[config.mk]
export PLATFORM = sky130hd
export DESIGN_NAME = wm_uart
export DESIGN_NICKNAME = d
export VERILOG_FILES = /design/src/rtl/wm_uart.sv
export SDC_FILE = /design/constraint.sdc
export NUM_CORES = 1
export LEC_CHECK = 0
export ABC_AREA = 1
export BUFFER_PORTS_ARGS = -buffer_cell sky130_fd_sc_hd__clkbuf_2
export CAP_MARGIN = 40
export CORE_MARGIN = 5
export CORE_UTILIZATION = 61
export DETAILED_ROUTE_END_ITERATION = 8
export GPL_TIMING_DRIVEN = 0
export PLACE_DENSITY_LB_ADDON = 0.3
export REMOVE_ABC_BUFFERS = 1
export SLEW_MARGIN = 10
export SYNTH_ARGS = -nofsm -noshare
export SYNTH_HDL_FRONTEND = slang
export SYNTH_SLANG_ARGS = --single-unit
[constraint.sdc]
create_clock -name clk -period 3.31 [get_ports clk]
set_clock_uncertainty 0.1 [all_clocks]
set_input_delay 0 -clock clk [delete_from_list [all_inputs] [get_ports clk]]
set_output_delay 0 -clock clk [all_outputs]
set_load 0.02 [all_outputs]
[src/rtl/wm_uart.sv]
module wm_uart #(
  parameter int DEPTH = 8,
  parameter int DIV_W = 16
) (
  input  logic        clk,
  input  logic        rst_n,
  input  logic        bus_en,
  input  logic        bus_we,
  input  logic [4:0]  bus_addr,
  input  logic [31:0] bus_wdata,
  output logic [31:0] bus_rdata,
  output logic        irq,
  output logic        tx,
  input  logic        rx
);
  localparam int AW = $clog2(DEPTH);
  localparam int CW = AW + 1;
  localparam logic [CW-1:0] FULL = CW'(DEPTH);

  logic [2:0] widx;
  logic       wr, rd;
  assign widx = bus_addr[4:2];
  assign wr   = bus_en & bus_we;
  assign rd   = bus_en & ~bus_we;

  logic unused_bits;
  assign unused_bits = ^{bus_wdata, bus_addr[1:0]};

  logic             tx_en_q, tx_two_q, rx_en_q;
  logic [2:0]       tx_wm_q, rx_wm_q;
  logic [1:0]       ie_q;
  logic [DIV_W-1:0] div_q;

  always_ff @(posedge clk or negedge rst_n) begin
    if (!rst_n) begin
      tx_en_q  <= 1'b0;
      tx_two_q <= 1'b0;
      tx_wm_q  <= '0;
      rx_en_q  <= 1'b0;
      rx_wm_q  <= '0;
      ie_q     <= '0;
      div_q    <= '0;
    end else if (wr) begin
      case (widx)
        3'd2: begin
          tx_en_q  <= bus_wdata[0];
          tx_two_q <= bus_wdata[1];
          tx_wm_q  <= bus_wdata[18:16];
        end
        3'd3: begin
          rx_en_q <= bus_wdata[0];
          rx_wm_q <= bus_wdata[18:16];
        end
        3'd4: ie_q  <= bus_wdata[1:0];
        3'd6: div_q <= bus_wdata[DIV_W-1:0];
        default: ;
      endcase
    end
  end

  // transmit queue
  logic [7:0]    tx_mem [DEPTH];
  logic [AW-1:0] tx_wp, tx_rp;
  logic [CW-1:0] tx_cnt;
  logic          tx_full, tx_push, tx_load;

  assign tx_full = (tx_cnt == FULL);
  assign tx_push = wr && widx == 3'd0 && !tx_full;

  always_ff @(posedge clk)
    if (tx_push) tx_mem[tx_wp] <= bus_wdata[7:0];

  always_ff @(posedge clk or negedge rst_n) begin
    if (!rst_n) begin
      tx_wp  <= '0;
      tx_rp  <= '0;
      tx_cnt <= '0;
    end else begin
      if (tx_push) tx_wp <= tx_wp + 1'b1;
      if (tx_load) tx_rp <= tx_rp + 1'b1;
      tx_cnt <= tx_cnt + {{AW{1'b0}}, tx_push} - {{AW{1'b0}}, tx_load};
    end
  end

  // transmit shifter
  logic             tx_busy, tx_two_f;
  logic [3:0]       tx_idx;
  logic [DIV_W-1:0] tx_tmr;
  logic [10:0]      tx_frm;
  logic             tx_tick, tx_fin, tx_go;

  assign tx_tick = tx_busy && (tx_tmr >= div_q);
  assign tx_fin  = tx_tick && (tx_idx == (tx_two_f ? 4'd10 : 4'd9));
  assign tx_go   = tx_en_q && (tx_cnt != '0) && (div_q != '0);
  assign tx_load = tx_go && (!tx_busy || tx_fin);
  assign tx      = !tx_busy | tx_frm[tx_idx];

  always_ff @(posedge clk or negedge rst_n) begin
    if (!rst_n) begin
      tx_busy  <= 1'b0;
      tx_two_f <= 1'b0;
      tx_idx   <= '0;
      tx_tmr   <= '0;
      tx_frm   <= '1;
    end else if (tx_load) begin
      tx_busy  <= 1'b1;
      tx_two_f <= tx_two_q;
      tx_idx   <= '0;
      tx_tmr   <= '0;
      tx_frm   <= {2'b11, tx_mem[tx_rp], 1'b0};
    end else if (tx_fin) begin
      tx_busy <= 1'b0;
    end else if (tx_tick) begin
      tx_idx <= tx_idx + 1'b1;
      tx_tmr <= '0;
    end else if (tx_busy) begin
      tx_tmr <= tx_tmr + 1'b1;
    end
  end

  // receive sampling
  logic             s1, s2, s3;
  logic             rx_busy;
  logic [3:0]       rx_idx;
  logic [DIV_W-1:0] rx_tmr, rx_first;
  logic [DIV_W:0]   half;
  logic [7:0]       rx_sr;
  logic             rx_start, rx_samp, rx_push, rx_pop, rx_full, rx_empty;
  logic [CW-1:0]    rx_cnt;

  assign half     = ({1'b0, div_q} + 1'b1) >> 1;
  assign rx_first = (half >= (DIV_W+1)'(2)) ? DIV_W'(half - (DIV_W+1)'(2)) : '0;
  assign rx_start = !rx_busy && rx_en_q && (div_q != '0) && !s2 && s3;
  assign rx_samp  = rx_busy && (rx_tmr == '0);
  assign rx_push  = rx_samp && rx_idx == 4'd9 && s2 && !rx_full;

  always_ff @(posedge clk or negedge rst_n) begin
    if (!rst_n) begin
      s1 <= 1'b1;
      s2 <= 1'b1;
      s3 <= 1'b1;
    end else begin
      s1 <= rx;
      s2 <= s1;
      s3 <= s2;
    end
  end

  always_ff @(posedge clk or negedge rst_n) begin
    if (!rst_n) begin
      rx_busy <= 1'b0;
      rx_idx  <= '0;
      rx_tmr  <= '0;
      rx_sr   <= '0;
    end else if (rx_start) begin
      rx_busy <= 1'b1;
      rx_idx  <= '0;
      rx_tmr  <= rx_first;
    end else if (rx_samp) begin
      rx_tmr <= div_q;
      rx_idx <= rx_idx + 1'b1;
      if (rx_idx == 4'd0 && s2) rx_busy <= 1'b0;
      else if (rx_idx == 4'd9) rx_busy <= 1'b0;
      else if (rx_idx != 4'd0) rx_sr <= {s2, rx_sr[7:1]};
    end else if (rx_busy) begin
      rx_tmr <= rx_tmr - 1'b1;
    end
  end

  // receive queue
  logic [7:0]    rx_mem [DEPTH];
  logic [AW-1:0] rx_wp, rx_rp;

  assign rx_full  = (rx_cnt == FULL);
  assign rx_empty = (rx_cnt == '0);
  assign rx_pop   = rd && widx == 3'd1 && !rx_empty;

  always_ff @(posedge clk)
    if (rx_push) rx_mem[rx_wp] <= rx_sr;

  always_ff @(posedge clk or negedge rst_n) begin
    if (!rst_n) begin
      rx_wp  <= '0;
      rx_rp  <= '0;
      rx_cnt <= '0;
    end else begin
      if (rx_push) rx_wp <= rx_wp + 1'b1;
      if (rx_pop)  rx_rp <= rx_rp + 1'b1;
      rx_cnt <= rx_cnt + {{AW{1'b0}}, rx_push} - {{AW{1'b0}}, rx_pop};
    end
  end

  // interrupts and read mux
  logic [1:0] pend;
  assign pend = {rx_cnt > CW'(rx_wm_q), tx_cnt < CW'(tx_wm_q)};
  assign irq  = |(pend & ie_q);

  always_comb begin
    bus_rdata = '0;
    case (widx)
      3'd0: bus_rdata[31] = tx_full;
      3'd1: begin
        bus_rdata[31]  = rx_empty;
        bus_rdata[7:0] = rx_empty ? 8'h00 : rx_mem[rx_rp];
      end
      3'd2: begin
        bus_rdata[0]     = tx_en_q;
        bus_rdata[1]     = tx_two_q;
        bus_rdata[18:16] = tx_wm_q;
      end
      3'd3: begin
        bus_rdata[0]     = rx_en_q;
        bus_rdata[18:16] = rx_wm_q;
      end
      3'd4: bus_rdata[1:0] = ie_q;
      3'd5: bus_rdata[1:0] = pend;
      3'd6: bus_rdata[DIV_W-1:0] = div_q;
      default: ;
    endcase
  end


  tx_full_write_chk: assert property (@(posedge clk) disable iff (!rst_n)
    (wr && widx == 3'd0 && tx_cnt == FULL && !tx_load) |=> tx_cnt == FULL);


  tx_bound_chk: assert property (@(posedge clk) disable iff (!rst_n)
    tx_cnt <= FULL);


  rx_empty_read_chk: assert property (@(posedge clk) disable iff (!rst_n)
    (rx_pop == 1'b0 && rd && widx == 3'd1 && rx_cnt == '0 && !rx_push) |=> rx_cnt == '0);


  rx_bound_chk: assert property (@(posedge clk) disable iff (!rst_n)
    rx_cnt <= FULL);


  div_zero_tx_chk: assert property (@(posedge clk) disable iff (!rst_n)
    (div_q == '0 && !tx_busy) |=> !tx_busy);


  div_zero_rx_chk: assert property (@(posedge clk) disable iff (!rst_n)
    (div_q == '0 && !rx_busy) |=> !rx_busy);

endmodule

# Yosys cells after proc, flatten, opt, wreduce, memory -nomap -nowiden
# Memories as Yosys holds them, arrays and structs flattened. A register that Yosys moved wholly into a read port is not among the register bits.
# Index checks and enable logic that the tools add are counted.
[op_classes]
addsub = 14
magnitude_cmp = 5
n_eq_ne = 11
muxes = 33
bitwise = 8
reduce_logical = 48
[op_table]
columns = ["op", "n"]
rows = [
  ["$mux 16", 8],
  ["$mux 4", 5],
  ["$logic_and 1x1->1", 18],
  ["$add 16x1->17 const B", 1],
  ["$add 16x1->16 const B", 1],
  ["$ge 16x16->1", 1],
  ["$ge 16x2->1 const B", 1],
  ["$logic_not 16->1", 1],
  ["$mux 8", 2],
  ["$reduce_bool 16->1", 1],
  ["$sub 16x1->16 const B", 1],
  ["$sub 16x2->16 const B", 1],
  ["$reduce_and 2->1", 7],
  ["$add 3x1->3 const B", 4],
  ["$eq 4x4->1 const B", 3],
  ["$pmux 6 s2", 1],
  ["$mux 1", 11],
  ["$eq 3x3->1 const B", 3],
  ["$reduce_bool 3->1", 3],
  ["$add 4x1->4", 2],
  ["$add 4x1->4 const B", 2],
  ["$logic_not 4->1", 2],
  ["$reduce_bool 4->1", 2],
  ["$sub 4x1->4", 2],
  ["other kinds (23)", 36],
]
[word_totals]
register_bits = 110
ram_bits = 128
inputBits = 42
out_inout_bits = 34
elab_cells = 146
n_memories = 2
[memory_table]
columns = ["memory", "words", "width", "rd", "rd_clocked_by_memory_dff", "write_ports", "line", "source"]
rows = [
  ["rx_mem", 8, 8, 1, 0, 1, "171", "logic [7:0] rx_mem [DEPTH];"],
  ["tx_mem", 8, 8, 1, 1, 1, "62", "logic [7:0] tx_mem [DEPTH];"],
]

# Longest topological paths before layout
# Gate-level depths: netlist of run 1.
[depth]
ltp_word = 7
ltp_mapped = 18
depth_no_buf = 18

# Least setup slack after synthesis of run 1
# No wires, ideal clock.
[synth_path]
path_type = "reg2reg"
from = "reg div_q[5]"
to = "reg tx_cnt[2]"
setup_ns = 0.123
t_arrival_ns = 2.716
required_ns = 3.087
path_slack_ns = 0.372
path_stages_with_launch = 19
n_path_buf = 0
period_less_slack_ns = 2.938
cell_sequence = "dfrtp_1 > inv_1 > ha_1 > nand4_1 > nor3_1 > nor2_1 > o21ai_0 > nand2_1 > nand2_1 > nand3_1 > nand2_2 > nand2_2 > inv_1 > ha_1 > inv_1 > ha_1 > inv_1 > fa_1 > xnor2_1"
[synth_between]
elab_chain_cells = 6
elab_cells_between_ends = 8
cone_classes = "1 x add/sub; 1 x order compare; 6 x reduce/logical"
[synth_rtl]
columns = ["item", "line", "source"]
rows = [
  ["start: declaration", "32", "logic [DIV_W-1:0] div_q;"],
  ["start signal: assignment", "55", "3'd6: div_q <= bus_wdata[DIV_W-1:0];"],
  ["$ge 16x16->1", "92", "assign tx_tick = tx_busy && (tx_tmr >= div_q);"],
  ["$logic_and 1x1->1", "92", ""],
  ["$logic_and 1x1->1", "93", "assign tx_fin = tx_tick && (tx_idx == (tx_two_f ? 4'd10 : 4'd9));"],
  ["$logic_or 1x1->1", "95", "assign tx_load = tx_go && (!tx_busy || tx_fin);"],
  ["$logic_and 1x1->1 *", "95", ""],
  ["net tx_load", "65", "logic tx_full, tx_push, tx_load;"],
  ["$sub 4x1->4 *", "81", "tx_cnt <= tx_cnt + {{AW{1'b0}}, tx_push} - {{AW{1'b0}}, tx_load};"],
  ["end signal: assignment", "81", ""],
  ["end: declaration", "64", "logic [CW-1:0] tx_cnt;"],
]
# The timed path passes the listed nets; every way through them passes the cells marked *.
# A chain may end at the register's enable or synchronous reset.

# Worst setup path in the final report of run 1
[layout_path]
from = "reg rx_tmr[0]"
to = "mem rx_mem[2][7], enable pin"
[layout_between]
elab_chain_cells = 7
[layout_rtl]
columns = ["item", "line", "source"]
rows = [
  ["start: declaration", "125", "logic [DIV_W-1:0] rx_tmr, rx_first;"],
  ["start signal: assignment", "158", "rx_tmr <= rx_first;"],
  ["start signal: assignment", "160", "rx_tmr <= div_q;"],
  ["start signal: assignment", "166", "rx_tmr <= rx_tmr - 1'b1;"],
  ["$logic_not 16->1", "134", "assign rx_samp = rx_busy && (rx_tmr == '0);"],
  ["$logic_and 1x1->1", "134", ""],
  ["$logic_and 1x1->1 (3 in series)", "135", "assign rx_push = rx_samp && rx_idx == 4'd9 && s2 && !rx_full;"],
  ["net rx_push", "128", "logic rx_start, rx_samp, rx_push, rx_pop, rx_full, rx_empty;"],
  ["$mux 1", "179", "if (rx_push) rx_mem[rx_wp] <= rx_sr;"],
  ["$mux 1 (implied by the code)", "179", ""],
  ["end: declaration", "171", ""],
]
# The timed path passes the listed nets, and every way through them passes these cells.

==> results of run 1 <==
## per-stage QoR
step                      cell area, um^2  total power [W]  setup WS [ps]  setup TNS, ps
after global routing                14500           0.0104          -14.9          -22.1
after CTS                           14200          0.00964           12.4              0
after global placement              12800          0.00646           -764          -7440
after floorplan                     12200          0.00584          -16.7          -32.4
final                               14500          0.00979            140              0
after detailed placement            13000          0.00666           -845          -2680
## cell families (layout without fill, tap and decap cells)
group | count (synthesis) | count (layout) | synth area share (%)
compound gates | 217 | 217 | 10.2
mux | 29 | 29 | 2.41
simple gates | 584 | 587 | 20.8
flops | 238 | 238 | 53.2
other cells | 1 | 12 | 0.0302
xor+xnor | 38 | 38 | 2.68
fa+ha+maj | 48 | 48 | 4.95
buf+inv | 175 | 283 | 5.82
## layout by cell type (no fill, tap or decap), drive strengths merged, types with 4 or more instances in the layout
master       instances
nand4               20
nand3               89
conb                12
ha                  46
o211ai               4
nor4                 6
dlygate4sd3         28
dfstp               12
bufinv               5
inv                117
nand2              265
a32oi                8
clkinv              10
edfxtp             128
mux2i               21
clkinvlp             9
o221ai              19
xnor2               13
clkbuf              76
buf                 38
mux2                 8
o21ai              108
dfrtp               98
a21oi               55
nor3                35
xor2                25
nor2               167
o22ai                7
## sequential cells by signal, indices dropped and copies added (netlist names), 8 cells and up
name,count
rx_mem,64
tx_mem,64
div_q,16
rx_tmr,16
tx_tmr,16
tx_frm,9
rx_sr,8
## timing repair
action,CTS,global route
hold buffers,28,0
cloned,2,1
buffers inserted,4,26
setup endpoints to repair,4,9
gates resized for setup,16,26
pin swaps,2,2
hold endpoints to repair,206,0
## area by class of cell
type | count | area [um^2]
flip-flops and latches | 238 | 6620
fillers | 1445 | 5680
multi-input cells | 931 | 5290
repair buffers | 114 | 877
clock buffers | 28 | 626
inverters | 125 | 505
well taps | 270 | 338
clock inverters | 16 | 239
## power groups by stage
stage               clock network (W)  registers (W)  logic [W]
floorplan                           0        0.00399    0.00184
global placement                    0        0.00416    0.00229
detailed placement                  0        0.00411    0.00255
CTS                           0.00295        0.00406    0.00263
global route                  0.00309        0.00413    0.00313
finish                        0.00293        0.00408    0.00279
## worst paths after layout
path,start,to,slack [ps],cells after the start
setup / recovery,rx_tmr[0]$_DFFE_PN0P_,rx_mem[2][7]$_DFFE_PP_,140,9
hold / removal,rst_n,rx_tmr[15]$_DFFE_PN0P_,-10,3
setup reg to reg,rx_tmr[0]$_DFFE_PN0P_,rx_mem[2][7]$_DFFE_PP_,140,9
hold reg to reg,s1$_DFF_PN1_,s2$_DFF_PN1_,260,0
max in group asynchronous,rst_n,rx_tmr[4]$_DFFE_PN0P_,2320,3
min in group clk,rx,s1$_DFF_PN1_,40,2
## worst max-delay path, stage by stage (launching register included)
cell and delay [ps]:
dfrtp_1 390, inv_1 100, ha_1 280, nand2_4 100
nor3_4 340, nand4_4 250, nor2_4 230, inv_2 60
or2_4 270, nor3_2 680
## per-layer routing
| metal | vias to the layer above | routed length (um) | global-route usage, % |
|---|---|---|---|
| met5 | - | 0 | 0 |
| met3 | 65 | 1940 | 3.46 |
| met2 | 385 | 14700 | 41.3 |
| met1 | 4819 | 12800 | 35.3 |
| li1 | 4766 | - | - |
| met4 | 0 | 815 | 6.19 |
==> metrics.md, run 1 <==
| Metric | Value |
|---|---|
| Register share of total power | 41.7% |
| CP Class | reg2reg |
| Chip height | 153 um |
| Worst-Skew Late Latency | roughly 540 ps |
| FF+latch count, synth | 238 |
| DRT iter0 DRCs | just over 900 |
| Power share of the clock group | 29.9% |
| Gr ovfl total | 0 |
| Die X | around 150 um |
| Comb pwr share | 28.4% |
| CP endpoint kind | register |
| F_max | around 320 MHz |
| Slew Limit Fails | 0 |
| Final HPWL DP | a little under 20000 um |
| Area grow syn2layout | 16.5% |
| Net Sw Power | between 0.003 and 0.004 W |
| # IOs | 76 |
| Most common library cells after synthesis | nand2_1 (251), nor2_1 (151), edfxtp_1 (128), inv_1 (112), dfrtp_1 (98) |
| Max H-tree Level | 1 |
| Slew @ Worst Pin | 897 ps |
| Vias per cell | 5.83 |
| Failing checks | hold timing |
| Lkg Pwr | roughly 6 nW |
| Synth area leaders | edfxtp_1 (31%), dfrtp_1 (20%), nand2_1 (7.6%) |
| Setup violations, final | 0 |
| Predominant post-synthesis flop cell | edfxtp_1 |
| Fin cells | 1722 |
| Layout net count | roughly 1500 |
| Root buf cell | clkbuf_16 |
| Post-Syn Instances | approximately 1300 |
| Library cells used by synthesis | 54 |
| Hold Vio Cnt, Final | 16 |
| Synth Area per Inst | slightly above 9 um^2 |
| Inst Count DP | 1616 |
| Largest net degree at the start of global routing | between 100 and 150 |
| Starting Density | roughly three fifths |
| Initial DRT Pass Iterations | 5 |
| CTS Buf Count | 24 |
| Internal power | 0.00638 W |
| Vias | ~10000 |
| Pwr Density | just under 700 nW/um^2 |
| Tmin final | approximately 3200 ps |
| Wirelength per Cell | between 15 and 20 um |
| Antenna Nets Post-Route | 0 |
| IO buf count | 48 |
| Placer congestion estimate | slightly below 0.9 |
| Post-synth EDFFs | ~130 |
| Post-synthesis sequential area ratio | about 53% |
| Ant diodes | 0 |
| Vias in the first global route | around 9400 |
| Sw Ratio | approximately a third |
| YS warnings | 0 |
| Syn Std Cell Area | 12400 um^2 |
| Total of max-cap violations | 0 |
| Clock Sinks | 238 |
| CP Launch Type | register |
| Worst VDD drop | 0.520 mV |
| Yosys top cell by area | edfxtp_1 |
| Row cnt | 52 |
| Slew margin rel. | 40.0% |
| Hold Path Class | in2async |
| Antenna violations before repair | 0 |
| Total GRT Usage | about a quarter |
| Die area | roughly 23000 um^2 |
| Tcrit/Tclk final | between 90% and 100% |
| First-pass GRT wire length | between 40000 and 50000 um |
| Count leader, synth | nand2_1 |
| Top cell type's share of synthesized area | a little under a third |
| Worst-path maximum fanout | 8 |
| Layout cell share with drive strength beyond 1 | between 15 and 20% |
| DRC violations left | 0 |
| TritonCTS clock tree | done |
| Critical path data arrival time | about 3200 ps |
| Final core occ | a little under three quarters |
| Routed wire length | roughly 30000 um |
| Outcome | finished, violations left |
| Async set-or-reset flop fraction in the synthesized netlist | between 40% and 50% |
| Core area | just over 20000 um^2 |
| WP data required | 3380 ps |
| Clk buf depth | 3 |
| Worst-path clk slew | 60 ps |
| WHS | -10.7 ps |
No activity file was read; power rests on OpenSTA's default activity.
==> run 2: changes to the inputs <==
--- a/config.mk
+++ b/config.mk
@@ -5,11 +5,12 @@
 export SDC_FILE = /design/constraint.sdc
 export NUM_CORES = 1
 export LEC_CHECK = 0
-export ABC_AREA = 1
 export BUFFER_PORTS_ARGS = -buffer_cell sky130_fd_sc_hd__clkbuf_2
 export CAP_MARGIN = 40
+export CELL_PAD_IN_SITES_DETAIL_PLACEMENT = 1
+export CELL_PAD_IN_SITES_GLOBAL_PLACEMENT = 1
 export CORE_MARGIN = 5
-export CORE_UTILIZATION = 61
+export CORE_UTILIZATION = 50
 export DETAILED_ROUTE_END_ITERATION = 8
 export GPL_TIMING_DRIVEN = 0
 export PLACE_DENSITY_LB_ADDON = 0.3
==> metrics.md, run 2 <==
| Metric | Value |
|---|---|
| Outcome | completed (was finished, violations left) |
| Predominant post-synthesis flop cell | edfxtp_1 (unchanged) |
| Placer congestion estimate | 0.807 (was 0.879) |
| F_max | 316 MHz (was 315 MHz) |
| Worst VDD drop | 0.483 mV (was 0.520 mV) |
| YS warnings | 0 (unchanged) |
| Slew margin rel. | 42.8% (was 40.0%) |
| IO buf count | 48 (unchanged) |
| Total GRT Usage | 23.6% (was 25.0%) |
| Vias per cell | 5.89 (was 5.83) |
| CP Launch Type | register (unchanged) |
| Commonest non-fill, non-tap cells in the layout | edfxtp_1 (128), dfrtp_1 (84), nand2_1 (77), o21ai_0 (59), nor2_1 (58) (was nand2_1 (249), nor2_1 (151), edfxtp_1 (128), inv_1 (95), o21ai_0 (92)) |
| Layout net count | 1175 (was 1524) |
| Fillers | 2380 (was 1445) |
| Setup violations, final | 0 (unchanged) |
| Routed wire length | 31900 um (was 30200 um) |
| Hold Path Class | in2reg (was in2async) |
| Antenna violations before repair | 1 (was 0) |
| Initial DRT Pass Iterations | 4 (was 5) |
| Worst-path maximum fanout | 12 (was 8) |
| DP Area | 12600 um^2 (was 13000 um^2) |
| Top cell type's share of synthesized area | 31.9% (was 30.9%) |
| Die area | 27300 um^2 (was 23300 um^2) |
| Syn Std Cell Area | 12000 um^2 (was 12400 um^2) |
| Vias in the first global route | 8730 (was 9414) |
| Commonest non-fill, non-tap cell in the layout | edfxtp_1 (was nand2_1) |
| Tcrit/Tclk final | 95.6% (was 95.8%) |
| Chip height | 165 um (was 153 um) |
| CP endpoint kind | register (unchanged) |
| Max H-tree Level | 1 (unchanged) |
| Total of max-cap violations | 0 (unchanged) |
| Clk buf depth | 3 (unchanged) |
| Critical path data arrival time | 3500 ps (was 3240 ps) |
| Most common library cells after synthesis | edfxtp_1 (128), dfrtp_1 (98), nand2_1 (77), nor2_1 (64), o21ai_0 (59) (was nand2_1 (251), nor2_1 (151), edfxtp_1 (128), inv_1 (112), dfrtp_1 (98)) |
| Layout cell share with drive strength beyond 1 | 24.7% (was 16.3%) |
| Core area | 23600 um^2 (was 20200 um^2) |
| Biggest regs | rx_mem (64), tx_mem (64) (unchanged) |
| Count leader, synth | edfxtp_1 (was nand2_1) |
| Die X | 165 um (was 153 um) |
| Slew @ Worst Pin | 855 ps (was 897 ps) |
| CTS Buf Count | 26 (was 24) |
| Worst-Skew Late Latency | 530 ps (was 540 ps) |
| CP Class | reg2reg (unchanged) |
| Finished Cell Area | 14200 um^2 (was 14500 um^2) |
| Final core occ | 60.3% (was 71.8%) |
| Total Power | 0.00929 W (was 0.00979 W) |
| Hold Vio Cnt, Final | 0 (was 16) |
| Crit path cell chain | nand4_1 > nor3_4 > mux2i_1 > a211oi_2 > a31oi_1 > buf_4 > inv_1 > o221ai_1 (was inv_1 > ha_1 > nand2_4 > nor3_4 > nand4_4 > nor2_4 > inv_2 > or2_4 > nor3_2) |
| Worst-path clk slew | 60 ps (about the same) |
| Async set-or-reset flop fraction in the synthesized netlist | 46.2% (unchanged) |
| Slew Limit Fails | 0 (unchanged) |
| Wirelength per Cell | 22.4 um (was 17.6 um) |
| Largest net degree at the start of global routing | 68 (was 101) |
| Library cells used by synthesis | 76 (was 54) |
| Synth area leaders | edfxtp_1 (32%), dfrtp_1 (20%), mux4_2 (6.4%) (was edfxtp_1 (31%), dfrtp_1 (20%), nand2_1 (7.6%)) |
| Synth Area per Inst | 12.1 um^2 (was 9.35 um^2) |
| Lkg Pwr | 5.50 nW (was 6.05 nW) |
| Final HPWL DP | 21000 um (was 19500 um) |
| # IOs | 76 (unchanged) |
| WP data required | 3640 ps (was 3380 ps) |
| Worst path slowest cell | dfrtp_1 (was nor3_2) |
| Yosys top cell by area | edfxtp_1 (unchanged) |
| Antenna Nets Post-Route | 0 (unchanged) |
| Post-synth EDFFs | 128 (unchanged) |
| Tmin final | 3160 ps (was 3170 ps) |
| WHS | 131 ps (was -10.7 ps) |
| Post-Syn Instances | 993 (was 1330) |
| First-pass GRT wire length | 50200 um (was 48300 um) |
| FF+latch count, synth | 238 (unchanged) |
| Starting Density | 51.0% (was 61.7%) |
| DRC violations left | 0 (unchanged) |
| Root buf cell | clkbuf_16 (unchanged) |
| Inst Count DP | 1322 (was 1616) |
| Row cnt | 56 (was 52) |
| TritonCTS clock tree | done (unchanged) |
| Gr ovfl total | 0 (unchanged) |
| Clock Sinks | 238 (unchanged) |
| Area grow syn2layout | 18.2% (was 16.5%) |
| Post-synthesis sequential area ratio | 54.9% (was 53.2%) |
| Pwr Density | 653 nW/um^2 (was 676 nW/um^2) |
| Fin cells | 1425 (was 1722) |
| Vias | 8390 (was 10000) |
| DRT iter0 DRCs | 489 (was 919) |
| CP peak stage delay | 620 ps (was 680 ps) |
-- run 2: cells by family (layout without fill, tap and decap cells) --
kind of cell    after synthesis  after routing  share of synthesized area, %
xor+xnor                     37             37                          2.69
fa+ha+maj                    48             48                          5.11
simple gates                291            291                          12.0
buf+inv                     114            215                          4.04
flops                       238            238                          54.9
other cells                   1             13                        0.0311
compound gates              161            161                          8.62
mux                         103            103                          12.6
-- run 2: per-layer routing --
layer	up-vias	wire length, um	track usage (%)	share of wire (%)
li1	3837	-	-	-
met1	4344	13600	31.3	43
met2	168	16500	42.2	52
met3	41	1050	2.58	3.3
met4	0	668	4.65	2.1
met5	-	0	0	0
-- run 2: final cells by class --
class	instances	area (um^2)	share of cell area, %
clock buffers	28	679	4.77
repair buffers	117	956	6.72
flip-flops and latches	238	6630	46.6
clock inverters	20	185	1.30
well taps	319	399	2.80
inverters	50	194	1.36
multi-input cells	652	5190	36.5
diodes	1	2.50	0.0176
-- run 2: timing repair --
item / 4_1_cts / 5_1_grt
pin swaps: 5 / 7
resized for setup: 32 / 22
setup endpoints to repair: 106 / 81
buffers inserted: 8 / 14
hold buffers: 30 / 0
hold endpoints to repair: 196 / 0
gates cloned: 0 / 0
-- run 2: worst max-delay path: cells and delay by family, from the launching register on --
kind | cells | cell delay, ps
and+or+nand+nor | 2 | 740
DFF | 1 | 620
AOI/OAI and AO/OA | 3 | 810
muxes | 1 | 390
buffers and inverters | 2 | 400
-- run 2: worst paths after layout --
check / slack (ps) / cells past startpoint / start / to
worst min-delay path: 130 / 4 / bus_wdata[10] / div_q[10]$_DFFE_PN0P_
max in group asynchronous: 2210 / 4 / rst_n / tx_frm[7]$_DFFE_PN1N_
worst min register to register: 260 / 0 / s1$_DFF_PN1_ / s2$_DFF_PN1_
worst max register to register: 150 / 8 / div_q[3]$_DFFE_PN0P_ / rx_tmr[13]$_DFFE_PN0P_
worst max-delay path: 150 / 8 / div_q[3]$_DFFE_PN0P_ / rx_tmr[13]$_DFFE_PN0P_
min in group asynchronous: 480 / 3 / rst_n / tx_frm[4]$_DFFE_PN1N_
-- run 2: metrics by stage --
step                      setup TNS, ps  worst slack [ps]
final                                 0               145
after global placement          -187310             -4740
after floorplan                  -39390             -2360
after detailed placement         -66460             -1210
after global routing              -20.4             -20.4
after CTS                             0              1.59
-- run 2: where the power goes --
part	switching, W	internal, W
sequential	0.000576	0.00346
clock	0.00122	0.00172
combinational	0.00123	0.00108
total	0.00302	0.00627
